<file path="src/rtl/osc_trim_pkg.sv">
package osc_trim_pkg;
  localparam int TRIM_MAG_W = 5;
  localparam int TRIM_W     = TRIM_MAG_W + 1;

  // bit 5 selects speed-up, bits 4:0 carry the magnitude
  typedef struct packed {
    logic                  speed_up;
    logic [TRIM_MAG_W-1:0] mag;
  } trim_t;

  typedef enum logic [1:0] {
    ACT_PASS  = 2'd0,
    ACT_BLANK = 2'd1,
    ACT_SPLIT = 2'd2
  } trim_act_e;
endpackage

</file>
<file path="src/rtl/osc_prescaler.sv">
module osc_prescaler #(
  parameter int DIV = 128
) (
  input  logic clk,
  input  logic rst_n,
  input  logic step,
  output logic raw_stb,
  output logic mid_stb
);
  localparam int W = (DIV > 1) ? $clog2(DIV) : 1;
  localparam logic [W-1:0] LAST = W'(DIV - 1);
  localparam logic [W-1:0] HALF = W'(DIV / 2 - 1);

  logic [W-1:0] phase;

  always_ff @(posedge clk or negedge rst_n) begin
    if (!rst_n) begin
      phase <= '0;
    end else if (step) begin
      phase <= (phase == LAST) ? '0 : phase + 1'b1;
    end
  end

  assign raw_stb = step && (phase == LAST);
  assign mid_stb = step && (phase == HALF);
endmodule

</file>
<file path="src/rtl/trim_window.sv">
module trim_window
  import osc_trim_pkg::*;
#(
  parameter int WIN_LEN = 983040
) (
  input  logic                  clk,
  input  logic                  rst_n,
  input  logic                  raw_stb,
  input  trim_t                 cfg_in,
  output trim_act_e             act,
  output trim_t                 cfg_act,
  output logic                  wrap_stb,
  output logic [TRIM_MAG_W:0]   done_cnt
);
  localparam int WW = (WIN_LEN > 1) ? $clog2(WIN_LEN) : 1;
  localparam logic [WW-1:0] WIN_LAST = WW'(WIN_LEN - 1);

  logic [WW-1:0]       win_pos;
  logic [TRIM_MAG_W:0] budget;
  logic                qualify;

  assign budget   = {cfg_act.mag, 1'b0};
  assign qualify  = raw_stb && (done_cnt < budget);
  assign wrap_stb = raw_stb && (win_pos == WIN_LAST);

  always_comb begin
    act = ACT_PASS;
    if (qualify) begin
      act = cfg_act.speed_up ? ACT_SPLIT : ACT_BLANK;
    end
  end

  always_ff @(posedge clk or negedge rst_n) begin
    if (!rst_n) begin
      win_pos  <= '0;
      done_cnt <= '0;
      cfg_act  <= '0;
    end else if (raw_stb) begin
      if (wrap_stb) begin
        win_pos  <= '0;
        done_cnt <= '0;
        cfg_act  <= cfg_in;
      end else begin
        win_pos <= win_pos + 1'b1;
        if (qualify) begin
          done_cnt <= done_cnt + 1'b1;
        end
      end
    end
  end
endmodule

</file>
<file path="src/rtl/pulse_corrector.sv">
module pulse_corrector
  import osc_trim_pkg::*;
(
  input  logic      clk,
  input  logic      rst_n,
  input  logic      raw_stb,
  input  logic      mid_stb,
  input  trim_act_e act,
  output logic      corr_stb,
  output logic      split_pend
);
  always_ff @(posedge clk or negedge rst_n) begin
    if (!rst_n) begin
      split_pend <= 1'b0;
    end else if (raw_stb && act == ACT_SPLIT) begin
      split_pend <= 1'b1;
    end else if (mid_stb && split_pend) begin
      split_pend <= 1'b0;
    end
  end

  assign corr_stb = (raw_stb && act != ACT_BLANK) || (mid_stb && split_pend);
endmodule

</file>
<file path="src/rtl/second_counter.sv">
module second_counter #(
  parameter int DIV = 256
) (
  input  logic clk,
  input  logic rst_n,
  input  logic pulse,
  output logic sec_stb
);
  localparam int W = (DIV > 1) ? $clog2(DIV) : 1;
  localparam logic [W-1:0] LAST = W'(DIV - 1);

  logic [W-1:0] count;

  always_ff @(posedge clk or negedge rst_n) begin
    if (!rst_n) begin
      count <= '0;
    end else if (pulse) begin
      count <= (count == LAST) ? '0 : count + 1'b1;
    end
  end

  assign sec_stb = pulse && (count == LAST);
endmodule

</file>
<file path="src/rtl/osc_trim_divider.sv">
module osc_trim_divider
  import osc_trim_pkg::*;
#(
  parameter int PRE_DIV    = 128,
  parameter int POST_DIV   = 256,
  parameter int WINDOW_SEC = 3840
) (
  input  logic              clk,
  input  logic              rst_n,
  input  logic              en_32k,
  input  logic              stop,
  input  logic [TRIM_W-1:0] trim_cfg,
  output logic              tick_1hz,
  output logic              tick_cal
);
  localparam int WIN_LEN = WINDOW_SEC * POST_DIV;

  logic                step;
  logic                raw_stb;
  logic                mid_stb;
  trim_act_e           act;
  trim_t               cfg_act;
  logic                wrap_stb;
  logic [TRIM_MAG_W:0] done_cnt;
  logic                corr_stb;
  logic                split_pend;
  logic                sec_stb;

  assign step = en_32k && !stop;

  osc_prescaler #(.DIV(PRE_DIV)) u_pre (
    .clk(clk), .rst_n(rst_n), .step(step),
    .raw_stb(raw_stb), .mid_stb(mid_stb)
  );

  trim_window #(.WIN_LEN(WIN_LEN)) u_win (
    .clk(clk), .rst_n(rst_n), .raw_stb(raw_stb),
    .cfg_in(trim_t'(trim_cfg)), .act(act), .cfg_act(cfg_act),
    .wrap_stb(wrap_stb), .done_cnt(done_cnt)
  );

  pulse_corrector u_corr (
    .clk(clk), .rst_n(rst_n), .raw_stb(raw_stb), .mid_stb(mid_stb),
    .act(act), .corr_stb(corr_stb), .split_pend(split_pend)
  );

  second_counter #(.DIV(POST_DIV)) u_sec (
    .clk(clk), .rst_n(rst_n), .pulse(corr_stb), .sec_stb(sec_stb)
  );

  always_ff @(posedge clk or negedge rst_n) begin
    if (!rst_n) begin
      tick_cal <= 1'b0;
      tick_1hz <= 1'b0;
    end else begin
      tick_cal <= corr_stb;
      tick_1hz <= sec_stb;
    end
  end
endmodule

</file>
<file path="config.mk">
export PLATFORM = sky130hd
export DESIGN_NAME = osc_trim_divider
export DESIGN_NICKNAME = d
export VERILOG_FILES = /design/src/rtl/osc_trim_pkg.sv /design/src/rtl/osc_prescaler.sv /design/src/rtl/trim_window.sv /design/src/rtl/pulse_corrector.sv /design/src/rtl/second_counter.sv /design/src/rtl/osc_trim_divider.sv
export SDC_FILE = /design/constraint.sdc
export NUM_CORES = 1
export LEC_CHECK = 0
export BUFFER_PORTS_ARGS = -buffer_cell sky130_fd_sc_hd__buf_2
export CORE_MARGIN = 3
export CORE_UTILIZATION = 65
export CTS_CLUSTER_DIAMETER = 100
export CTS_CLUSTER_SIZE = 12
export DETAILED_ROUTE_END_ITERATION = 6
export PLACE_DENSITY = 0.94
export SLEW_MARGIN = 20
export SYNTH_ARGS = -nofsm -noshare
export SYNTH_HDL_FRONTEND = slang
export SYNTH_SLANG_ARGS = --single-unit
</file>
<file path="constraint.sdc">
create_clock -name clk -period 5.5 [get_ports clk]
set_clock_uncertainty 0.1 [all_clocks]
set_input_delay 1.375 -clock clk [delete_from_list [all_inputs] [get_ports clk]]
set_output_delay 1.375 -clock clk [all_outputs]
set_load 0.02 [all_outputs]
</file>
==> impl_metrics.tcl <==
set metrics [dict create \
    outcome "completed" \
    cap_viol_max_count 0 \
    slowest_stage "nor2_2" \
    netlist_area_um2 2540 \
    grt_pass1_vias 1700 \
    syn2layout_area_growth_pct 8.38 \
    avgSynthCellArea_um2 10.4 \
    max_freq_mhz 336 \
    power.total_uw 712 \
    drc 0 \
    synth_warnings 0 \
    layout_min_cycle_time_ns 2.97 \
    drtIter0Drc 135 \
    cts_setup_buffers 0 \
    die_y_um 68.5 \
    rsz0062_at_grt "no" \
    hpwl_um 3380 \
    antenna_found_initial 0 \
    finalSetupViolCount 0 \
    cellPowerDensity_nw_per_um2 259 \
    cts_tree "yes" \
    n_antenna_cell 0 \
    end_kind "flip-flop" \
    synth-seq-cells 50 \
    r2r.worst_path.cells 6 \
    crit_arrival_ns 3.05 \
    worst_pin_slew_ns 0.686 \
    wirelength_um 4730 \
    ios 12 \
    period_share_pct 54.0 \
    path_clk_slew_ns 0.10 \
    path_max_fanout 16 \
    hold_buffers 0 \
    worstPathCellList "buf_2, nand4b_4, nor2_1, nand2_1, nor2_2, o21ai_1" \
    routed_via_density 5.92 \
    clk_latency_ns 0.32 \
    drive_above_1_share_pct 12.7 \
    htree_num_levels 2 \
    groute.usage.overall_pct 22.2 \
    drt_first_pass_iters 4 \
    fin_tns_setup_ns 0 \
    regArea_um2 1250 \
    slew_viol_final 0 \
    place_congestion 0.827 \
    clk_path_buf_depth 2 \
    grt_pass1_wl_um 7670 \
    vias 1823 \
    hold_class "flip-flop to flip-flop" \
    overflow 0 \
    fp-row-count 22 \
    wire_per_inst_um 15.4 \
    holdPathStages 1 \
    ant_nets 0 \
    grt_max_degree 51 \
    peakVddDrop_uv 243 \
    layout.nets 277 \
    cp_slowest_stage_delay_ns 0.58 \
    die_area_um2 4690 \
    p_leak_uw 0.00131 \
    clockRootBuffer "clkbuf_8" \
    synth_cells 244 \
    start_util_pct 68.3 \
    synth_nets 262 \
    synth.distinct_cells 47 \
    worstPathRequired_ns 5.57 \
    cts_sinks 50 \
    postPlaceCellArea_um2 2640 \
    die_x_um 68.5 \
    critPathKind "primary input to flip-flop" \
    finalInstanceArea_um2 2750 \
    multi_input_area_um2 1240 \
    slew_headroom_pct 54.2 \
    core_um2 3720 \
    cp-start-kind "primary input" \
    ys_seq_area_share_pct 49.3 \
    hold_violations 0 \
    nFillCells 278 \
    cts_resized 0 \
    cts_buffers 5 \
    portBuffers 11 \
]
## placed cells by master (no fill, tap or decap), types with 4 or more instances in the layout
cell,netlist,layout
xnor2_1,10,10
clkbuf_8,0,5
inv_1,7,7
a21oi_1,6,6
xor2_1,15,15
buf_2,2,10
o21ai_1,9,9
o211ai_1,4,4
nor2b_1,4,4
nor3_1,4,4
ha_1,8,8
dfrtp_1,50,50
o21ai_0,4,4
nand2_1,27,27
nor2_1,20,20
nand3_1,15,15
o31ai_1,4,4
nand4_1,12,12
## layout make-up
class,count,share of cell area [%]
inverters,8,1.09
flip-flops and latches,50,45.5
well taps,48,2.18
clock buffers,5,2.50
multi-input cells,183,45.0
repair buffers,11,2.09
clock inverters,3,1.59
## cells by family (layout without fill, tap and decap cells)
| group | Yosys count | after routing | synth area share, % |
|---|---|---|---|
| simple gates | 104 | 104 | 22.5 |
| flops | 50 | 50 | 49.3 |
| compound gates | 41 | 41 | 11.6 |
| xor+xnor | 25 | 25 | 8.63 |
| buf+inv | 11 | 27 | 1.87 |
| fa+ha+maj | 8 | 8 | 3.94 |
| mux | 5 | 5 | 2.12 |
## metrics by stage
step	hold slack, ns	std cells	utilization [%]	worst slack, ns
after global placement	0.354	300	70.9	2.30
final	0.373	308	74.0	2.53
after CTS	0.372	308	73.9	2.54
after detailed placement	0.357	300	70.9	2.19
after floorplan	0.338	244	-	2.68
after global routing	0.386	308	74.0	2.40
## cell usage after synthesis (all sizes together)
| library cell | count | share of area (%) |
|---|---|---|
| a2111oi | 1 | 1.1 |
| a21o | 1 | 0.30 |
| a21oi | 6 | 1.2 |
| a31oi | 1 | 0.25 |
| and3 | 3 | 0.74 |
| and4 | 3 | 1.0 |
| buf | 3 | 0.69 |
| dfrtp | 50 | 49 |
| ha | 8 | 3.9 |
| inv | 8 | 1.2 |
| mux2 | 3 | 1.3 |
| mux2i | 2 | 0.79 |
| nand2 | 28 | 4.2 |
| nand2b | 3 | 0.74 |
| nand3 | 15 | 3.0 |
| nand4 | 12 | 3.0 |
| nand4b | 1 | 0.94 |
| nor2 | 21 | 3.2 |
| nor2b | 4 | 0.99 |
| nor3 | 5 | 1.2 |
| nor3b | 2 | 0.99 |
| nor4 | 3 | 1.6 |
| o2111a | 1 | 0.44 |
| o2111ai | 1 | 0.35 |
| o211a | 1 | 0.39 |
| o211ai | 4 | 1.2 |
| o21a | 2 | 0.59 |
| o21ai | 14 | 2.9 |
| o21bai | 1 | 0.30 |
| o22a | 1 | 0.35 |
| o31ai | 4 | 1.2 |
| o32a | 1 | 0.39 |
| o41ai | 2 | 0.69 |
| or2 | 2 | 0.49 |
| or3 | 2 | 0.49 |
| xnor2 | 10 | 3.5 |
| xor2 | 15 | 5.2 |
## power breakdown
part	internal [uW]	switching [uW]	total [uW]
Clock	136	129	266
Sequential	383	21.2	405
Combinational	18.7	22.4	41.2
## path summary, 6_finish.rpt
path | from | end | slack (ns)
max in group asynchronous | rst_n | tick_cal$_DFF_PN0_ | 3.92
worst max-delay path | stop | u_win.cfg_act[1]$_DFFE_PN0P_ | 2.53
worst min register to register | u_win.win_pos[6]$_DFFE_PN0P_ | u_win.win_pos[6]$_DFFE_PN0P_ | 0.37
worst min-delay path | u_win.win_pos[6]$_DFFE_PN0P_ | u_win.win_pos[6]$_DFFE_PN0P_ | 0.37
min in group asynchronous | rst_n | u_win.win_pos[8]$_DFFE_PN0P_ | 0.97
worst max register to register | u_pre.phase[0]$_DFFE_PN0P_ | u_win.cfg_act[1]$_DFFE_PN0P_ | 3.09
## metal layers
layer	track usage [%]	up-vias	routed length [um]
met5	0	-	0
met4	6.45	0	55
met3	5.91	7	148
met2	36.7	30	2360
met1	28.6	883	2170
li1	-	903	-
## sequential cells by signal, summed over array words and instances, names as in the netlist
name,flops
u_win.win_pos,20
u_sec.count,8
u_pre.phase,7
u_win.cfg_act,6
u_win.done_cnt,6
tick_1hz,1
tick_cal,1
u_corr.split_pend,1
## worst max-delay path: cells and delay by family
family / cells / cell delay (ns)
buf+inv: 1 / 0.10
compound gates: 1 / 0.16
simple gates: 4 / 1.40
Power figures use the tool's default switching activity.
